[src/rtl/i2cCtrlPkg.sv]
package i2cCtrlPkg;

  typedef enum logic [3:0] {
    ST_IDLE,
    ST_ADDR,
    ST_AACK,
    ST_PTR,
    ST_PACK,
    ST_WDATA,
    ST_WACK,
    ST_RDATA,
    ST_RACK,
    ST_IGNORE
  } busState_t;

  typedef struct packed {
    logic sclRise;
    logic sclFall;
    logic startSeen;
    logic stopSeen;
    logic sdaLevel;
  } busEvents_t;

  typedef struct packed {
    logic shiftIn;
    logic ptrLoad;
    logic regWrite;
    logic txLoad;
    logic txShift;
    logic ptrStep;
  } dpStrobes_t;

endpackage

[src/rtl/i2cCtrlSync.sv]
module i2cCtrlSync
  import i2cCtrlPkg::*;
#(
  parameter int SYNC_STAGES = 2
) (
  input  logic       clk,
  input  logic       rstN,
  input  logic       sclIn,
  input  logic       sdaIn,
  output busEvents_t ev,
  output logic       sclLevel
);

  localparam int PIPE_W = SYNC_STAGES + 1;

  logic [PIPE_W-1:0] sclPipe;
  logic [PIPE_W-1:0] sdaPipe;

  always_ff @(posedge clk) begin
    if (!rstN) begin
      sclPipe <= '1;
      sdaPipe <= '1;
    end else begin
      sclPipe <= {sclPipe[PIPE_W-2:0], sclIn};
      sdaPipe <= {sdaPipe[PIPE_W-2:0], sdaIn};
    end
  end

  logic sclNow, sclOld, sdaNow, sdaOld;
  assign sclNow = sclPipe[SYNC_STAGES-1];
  assign sclOld = sclPipe[SYNC_STAGES];
  assign sdaNow = sdaPipe[SYNC_STAGES-1];
  assign sdaOld = sdaPipe[SYNC_STAGES];

  always_comb begin
    ev.sclRise   = sclNow & ~sclOld;
    ev.sclFall   = ~sclNow & sclOld;
    ev.startSeen = sclNow & sclOld & sdaOld & ~sdaNow;
    ev.stopSeen  = sclNow & sclOld & ~sdaOld & sdaNow;
    ev.sdaLevel  = sdaNow;
  end

  assign sclLevel = sclNow;

endmodule

[src/rtl/i2cCtrlData.sv]
module i2cCtrlData
  import i2cCtrlPkg::*;
#(
  parameter int DATA_W    = 8,
  parameter int PTR_W     = 4,
  parameter int REG_COUNT = 15
) (
  input  logic                        clk,
  input  logic                        rstN,
  input  dpStrobes_t                  stb,
  input  logic                        sdaBit,
  output logic [DATA_W-1:0]           rxByte,
  output logic [PTR_W-1:0]            curPtr,
  output logic                        ptrAtLimit,
  output logic                        txFirst,
  output logic                        txNextBit,
  output logic [REG_COUNT*DATA_W-1:0] regFlat
);

  localparam logic [PTR_W-1:0] PTR_LIMIT = PTR_W'(REG_COUNT);

  logic [DATA_W-1:0] regs [REG_COUNT];
  logic [DATA_W-1:0] txReg;
  logic [DATA_W-1:0] regAtPtr;

  assign ptrAtLimit = (curPtr == PTR_LIMIT);

  always_ff @(posedge clk) begin
    if (!rstN) begin
      rxByte <= '0;
    end else if (stb.shiftIn) begin
      rxByte <= {rxByte[DATA_W-2:0], sdaBit};
    end
  end

  always_ff @(posedge clk) begin
    if (!rstN) begin
      curPtr <= '0;
    end else if (stb.ptrLoad) begin
      curPtr <= rxByte[PTR_W-1:0];
    end else if ((stb.regWrite || stb.ptrStep) && !ptrAtLimit) begin
      curPtr <= curPtr + 1'b1;
    end
  end

  genvar g;
  generate
    for (g = 0; g < REG_COUNT; g++) begin : gReg
      always_ff @(posedge clk) begin
        if (!rstN) begin
          regs[g] <= '0;
        end else if (stb.regWrite && curPtr == PTR_W'(g)) begin
          regs[g] <= rxByte;
        end
      end
      assign regFlat[g*DATA_W +: DATA_W] = regs[g];
    end
  endgenerate

  always_comb begin
    regAtPtr = '1;
    for (int i = 0; i < REG_COUNT; i++) begin
      if (curPtr == PTR_W'(i)) regAtPtr = regs[i];
    end
  end

  always_ff @(posedge clk) begin
    if (!rstN) begin
      txReg <= '1;
    end else if (stb.txLoad) begin
      txReg <= regAtPtr;
    end else if (stb.txShift) begin
      txReg <= {txReg[DATA_W-2:0], 1'b1};
    end
  end

  assign txFirst   = regAtPtr[DATA_W-1];
  assign txNextBit = txReg[DATA_W-2];

endmodule

[src/rtl/i2cCtrlFsm.sv]
module i2cCtrlFsm
  import i2cCtrlPkg::*;
#(
  parameter int          DATA_W  = 8,
  parameter int          PTR_W   = 4,
  parameter logic [5:0]  ADDR_HI = 6'b100110
) (
  input  logic              clk,
  input  logic              rstN,
  input  busEvents_t        ev,
  input  logic              addrSel,
  input  logic [DATA_W-1:0] rxByte,
  input  logic              ptrAtLimit,
  input  logic              txFirst,
  input  logic              txNextBit,
  output dpStrobes_t        stb,
  output logic              sdaLow,
  output busState_t         stateOut
);

  localparam int                CNT_W = $clog2(DATA_W + 1);
  localparam logic [CNT_W-1:0]  FULL  = CNT_W'(DATA_W);

  busState_t        state;
  logic [CNT_W-1:0] bitCnt;
  logic             readDir;
  logic             masterAck;

  logic byteDone, addrHit, dirBit, ptrOk, receiving;

  assign byteDone  = ev.sclFall && (bitCnt == FULL);
  assign addrHit   = (rxByte[DATA_W-1:DATA_W-7] == {ADDR_HI, addrSel});
  assign dirBit    = rxByte[0];
  assign ptrOk     = (rxByte[PTR_W-1:0] != {PTR_W{1'b1}});
  assign receiving = (state == ST_ADDR) || (state == ST_PTR) || (state == ST_WDATA);
  assign stateOut  = state;

  always_comb begin
    stb          = '0;
    stb.shiftIn  = ev.sclRise && receiving;
    stb.ptrLoad  = byteDone && (state == ST_PTR);
    stb.regWrite = byteDone && (state == ST_WDATA) && !ptrAtLimit;
    stb.txLoad   = ev.sclFall && (((state == ST_AACK) && readDir) ||
                                  ((state == ST_RACK) && masterAck));
    stb.txShift  = ev.sclFall && (state == ST_RDATA) && (bitCnt != '0) && (bitCnt != FULL);
    stb.ptrStep  = byteDone && (state == ST_RDATA);
  end

  always_ff @(posedge clk) begin
    if (!rstN) begin
      state     <= ST_IDLE;
      bitCnt    <= '0;
      readDir   <= 1'b0;
      masterAck <= 1'b0;
      sdaLow    <= 1'b0;
    end else if (ev.startSeen) begin
      state  <= ST_ADDR;
      bitCnt <= '0;
      sdaLow <= 1'b0;
    end else if (ev.stopSeen) begin
      state  <= ST_IDLE;
      bitCnt <= '0;
      sdaLow <= 1'b0;
    end else begin
      if (ev.sclRise && (receiving || state == ST_RDATA)) bitCnt <= bitCnt + 1'b1;
      if (ev.sclRise && state == ST_RACK) masterAck <= !ev.sdaLevel;
      if (ev.sclFall) begin
        case (state)
          ST_ADDR: if (bitCnt == FULL) begin
            if (addrHit && !(dirBit && ptrAtLimit)) begin
              sdaLow  <= 1'b1;
              readDir <= dirBit;
              state   <= ST_AACK;
            end else begin
              state <= ST_IGNORE;
            end
          end
          ST_AACK: begin
            bitCnt <= '0;
            if (readDir) begin
              sdaLow <= !txFirst;
              state  <= ST_RDATA;
            end else begin
              sdaLow <= 1'b0;
              state  <= ST_PTR;
            end
          end
          ST_PTR: if (bitCnt == FULL) begin
            if (ptrOk) begin
              sdaLow <= 1'b1;
              state  <= ST_PACK;
            end else begin
              state <= ST_IGNORE;
            end
          end
          ST_PACK, ST_WACK: begin
            sdaLow <= 1'b0;
            bitCnt <= '0;
            state  <= ST_WDATA;
          end
          ST_WDATA: if (bitCnt == FULL) begin
            if (!ptrAtLimit) begin
              sdaLow <= 1'b1;
              state  <= ST_WACK;
            end else begin
              state <= ST_IGNORE;
            end
          end
          ST_RDATA: begin
            if (bitCnt == FULL) begin
              sdaLow <= 1'b0;
              state  <= ST_RACK;
            end else if (bitCnt != '0) begin
              sdaLow <= !txNextBit;
            end
          end
          ST_RACK: begin
            if (masterAck) begin
              sdaLow <= !txFirst;
              bitCnt <= '0;
              state  <= ST_RDATA;
            end else begin
              state <= ST_IGNORE;
            end
          end
          default: ;
        endcase
      end
    end
  end

endmodule

[src/rtl/i2cCtrlRegs.sv]
module i2cCtrlRegs
  import i2cCtrlPkg::*;
#(
  parameter int         DATA_W      = 8,
  parameter int         PTR_W       = 4,
  parameter int         REG_COUNT   = 15,
  parameter logic [5:0] ADDR_HI     = 6'b100110,
  parameter int         SYNC_STAGES = 2
) (
  input  logic                        clk,
  input  logic                        rstN,
  input  logic                        sclIn,
  input  logic                        sdaIn,
  input  logic                        addrSel,
  output logic                        sdaDriveLow,
  output logic [REG_COUNT*DATA_W-1:0] regFlat
);

  busEvents_t        busEv;
  dpStrobes_t        dpStb;
  busState_t         fsmState;
  logic              sclLevel;
  logic [DATA_W-1:0] rxByte;
  logic [PTR_W-1:0]  curPtr;
  logic              ptrAtLimit, txFirst, txNextBit;
  logic              isIgnoring;

  assign isIgnoring = (fsmState == ST_IGNORE);

  i2cCtrlSync #(.SYNC_STAGES(SYNC_STAGES)) uSync (
    .clk(clk), .rstN(rstN), .sclIn(sclIn), .sdaIn(sdaIn),
    .ev(busEv), .sclLevel(sclLevel)
  );

  i2cCtrlFsm #(.DATA_W(DATA_W), .PTR_W(PTR_W), .ADDR_HI(ADDR_HI)) uFsm (
    .clk(clk), .rstN(rstN), .ev(busEv), .addrSel(addrSel), .rxByte(rxByte),
    .ptrAtLimit(ptrAtLimit), .txFirst(txFirst), .txNextBit(txNextBit),
    .stb(dpStb), .sdaLow(sdaDriveLow), .stateOut(fsmState)
  );

  i2cCtrlData #(.DATA_W(DATA_W), .PTR_W(PTR_W), .REG_COUNT(REG_COUNT)) uData (
    .clk(clk), .rstN(rstN), .stb(dpStb), .sdaBit(busEv.sdaLevel),
    .rxByte(rxByte), .curPtr(curPtr), .ptrAtLimit(ptrAtLimit),
    .txFirst(txFirst), .txNextBit(txNextBit), .regFlat(regFlat)
  );

endmodule

[config.mk]
export PLATFORM = sky130hd
export DESIGN_NAME = i2cCtrlRegs
export DESIGN_NICKNAME = d
export VERILOG_FILES = /design/src/rtl/i2cCtrlPkg.sv /design/src/rtl/i2cCtrlSync.sv /design/src/rtl/i2cCtrlData.sv /design/src/rtl/i2cCtrlFsm.sv /design/src/rtl/i2cCtrlRegs.sv
export SDC_FILE = /design/constraint.sdc
export NUM_CORES = 1
export LEC_CHECK = 0
export BUFFER_PORTS_ARGS = -buffer_cell sky130_fd_sc_hd__buf_2
export CAP_MARGIN = 20
export CORE_MARGIN = 2
export CORE_UTILIZATION = 35
export DETAILED_ROUTE_END_ITERATION = 7
export HOLD_SLACK_MARGIN = 0.12
export PLACE_DENSITY = 0.61
export SYNTH_ARGS = -nofsm -noshare
export SYNTH_HDL_FRONTEND = slang
export SYNTH_HIERARCHICAL = 1
export SYNTH_SLANG_ARGS = --single-unit
[constraint.sdc]
create_clock -name clk -period 3.7 [get_ports clk]
set_clock_uncertainty 0.2 [all_clocks]
set_input_delay 1.11 -clock clk [delete_from_list [all_inputs] [get_ports clk]]
set_output_delay 1.11 -clock clk [all_outputs]
set_load 0.02 [all_outputs]
==> flow_summary.toml <==
[floorplan]
die_x_um = 155
die_h_um = 155
rows = 55
initial_core_util = 0.356
core-area_um2 = 22600
dieArea_um2 = 24200
pin_count = 126

[hold_path]
hold_path.startpoint = "uSync/sdaPipe[0]"
whs_path_depth = 1
hold_path.class = "reg -> reg"
hold-path-endpoint = "uSync/sdaPipe[1]"

[finish]
final_cell_mix = "125 x buf_2, 120 x edfxtp_1, 119 x and2_1, 49 x o21ai_0, 46 x nand2_1"
final_common_cell = "buf_2"
post-route-util = 0.428
layout-drive-gt1-share = 0.241
nets = 896
area_delta_synth_final_pct = 20.2

[critical_path]
path_class = "reg -> reg"
crit_required_ps = 3800
cpPeakStageDelay_ps = 520
cp.depth = 8
crit_arrival_ps = 3310
startpoint_type = "flip-flop"
worstReg2RegEnd = "uData/regs[1][0]"
r2r-start = "uFsm/stateOut[3]"
critPathSlowestCell = "nor2b_1"
worstSetupStartpoint = "uFsm/stateOut[3]"
rrSetupSlack_ps = 490
path_max_fanout = 16
ff2ff_path_depth = 8
critPathTopFamily = "simple AND/OR/NAND/NOR gates"
cpMostUsedCell = "and2_1"
cp_num_buf_inv = 1
crit_path_cell_trace = "nor2b_1 > nand3_1 > nor3_1 > buf_4 > and2_1 > nand2_1 > nor2_1 > and2_1"
end_kind = "flip-flop"

[global_routing]
grt_usage = 0.203
antenna_found_initial = 1
grt_max_degree = 32
grt_pass1_wl_mm = 36.8
grt_pass1_vias = 6098
grt_overflow = 0

[drt]
firstDrtPassIters = 5
antenna_left = 0
num_vias = 6545
drt_iter0_markers = 734
wire_per_inst_um = 20.9
vias_per_cell = 5.53
drc_errors = 0
wirelength_mm = 24.8

[sta]
finalCriticalPeriod_ps = 3210
tightest_slew_ps = 1000
final-setup-viol-count = 0
finalHoldViolations = 0
max-slew-margin-rel = 0.332
slew_viol_final = 0
fin_crit_sh = 0.867
timing.fmax_mhz = 312
rsz0062_at_grt = "false"
tns_ps = 0

[cts]
clkTransAtPathRegs_ps = 60
cts.sinks = 156
worstSkewPairLatency_ps = 430
hold_buffers = 0
root_buffer = "clkbuf_16"
cts_resized = 0
cts_made_buffers = 17
clock_path_buffers = 2
tritoncts = "built"
ctsHtreeMaxLevel = 4
cts_setup_buffers = 0

[logic_synthesis]
yosysSeqAreaShare = 0.539
synth_edf_count = 120
synth_area_leaders = "edfxtp_1 45%, and2_1 9.3%, dfxtp_1 9.0%"
synthDistinctLibCells = 70
synth-async-reset-ratio = 0
avgSynthCellArea_um2 = 10.6
netlist.area_leader.share = 0.449
syn_inst = 755
syn-cell-area_um2 = 8030
yosys_most_used_dff = "edfxtp_1"
ys_ff_latch = 156
yosysWarnings = 6
synth_top_area_cell = "edfxtp_1"
syn_nets = 766

[pwr]
power.leakage_nw = 3.60
power.density_nw_per_um2 = 414
vdd_ir_drop_max_uv = 199

[placed_design]
numPortBuffers = 125
dp.final_hpwl_mm = 17.8
gp_congestion = 0.989

[run]
max-cap-violations = 0

[outcome]
status = "complete, no violations"
-- logic make-up after synthesis --
logic type                 count (synthesis)  synth area share
xor gates and xnor gates                   8           0.00873
buffers and inverters                     63            0.0351
and+or+nand+nor                          314             0.226
DFF                                      156             0.539
adders and majority gates                  6           0.00935
AOI/OAI and AO/OA                        188             0.157
muxes                                     20            0.0251
-- final cells by class --
type	count	area, um2
Fill cell	2168	12900
Antenna cell	1	2.50
Timing Repair Buffer	161	896
Inverter	13	48.8
Sequential cell	156	4320
Tap cell	285	357
Multi-Input combinational cell	536	3430
Clock buffer	24	546
Clock inverter	8	48.8
-- power breakdown --
part / internal [mW] / switching (mW) / total (mW) / leakage (nW)
logic: 0.0826 / 0.180 / 0.263 / 1.88
clock network: 1.03 / 0.693 / 1.72 / 0.298
registers: 1.95 / 0.0563 / 2.01 / 1.43
-- flip-flops by register name, indices dropped and copies added (netlist names) --
name,flops
uSync/sclPipe,3
uData/txReg,7
uData/regs,120
uFsm/sdaLow,1
uFsm/masterAck,1
uSync/sdaPipe,3
uFsm/stateOut,4
uData/rxByte,8
uData/curPtr,4
uFsm/readDir,1
uFsm/bitCnt,4
-- cell usage after synthesis (all sizes together) (2+ instances only) --
cell type and n:
inv 13, a221o 3, o31ai 13, buf 22, nor3b 6, a211oi 3
o41ai 2, nor2b 28, a21oi 35, nor2 32, nand2 46, ha 6
mux2i 19, o221ai 9, or2 3, o311a 5, o211a 2, nor3 23
nand4 3, o22ai 18, a221oi 2, xor2 4, or4b 2, o221a 6
a41o 2, nand3 8, and3 14, edfxtp 120, o2bb2ai 2, a31oi 5
o21ai 55, xnor2 4, and2 119, nand2b 20, clkbuf 28, o2111ai 2
o211ai 2, o21a 2, a21o 7, nand3b 4, and4b 2, dfxtp 36
a22oi 6
-- worst max path at each step --
| stage | slack, ps | to |
|---|---|---|
| 2_1_floorplan | 1060 | uData/regs[0][0] |
| 3_3_place_gp | 660 | uFsm/sdaLow |
| 3_5_place_dp | 600 | uFsm/sdaLow |
| 4_1_cts | 550 | uFsm/sdaLow |
| 5_1_grt | 260 | uFsm/sdaLow |
| 6_report | 490 | uData/regs[1][0] |
-- stage by stage --
step	instance area (um2)	setup slack (ps)	power [mW]	hold slack, ps	cells
after floorplan	8030	1060	2.18	186	755
after global placement	9050	658	2.31	191	1151
after detailed placement	9050	596	2.31	191	1151
after CTS	9650	555	4.01	206	1183
after global routing	9650	256	4.10	237	1184
final	9650	491	4.00	206	1184
-- metal layers --
layer	track usage	part of all wire
met2	0.296	0.43
met1	0.298	0.46
met5	0	0
met3	0.0404	0.078
met4	0.0747	0.024
Power figures use the tool's default switching activity.
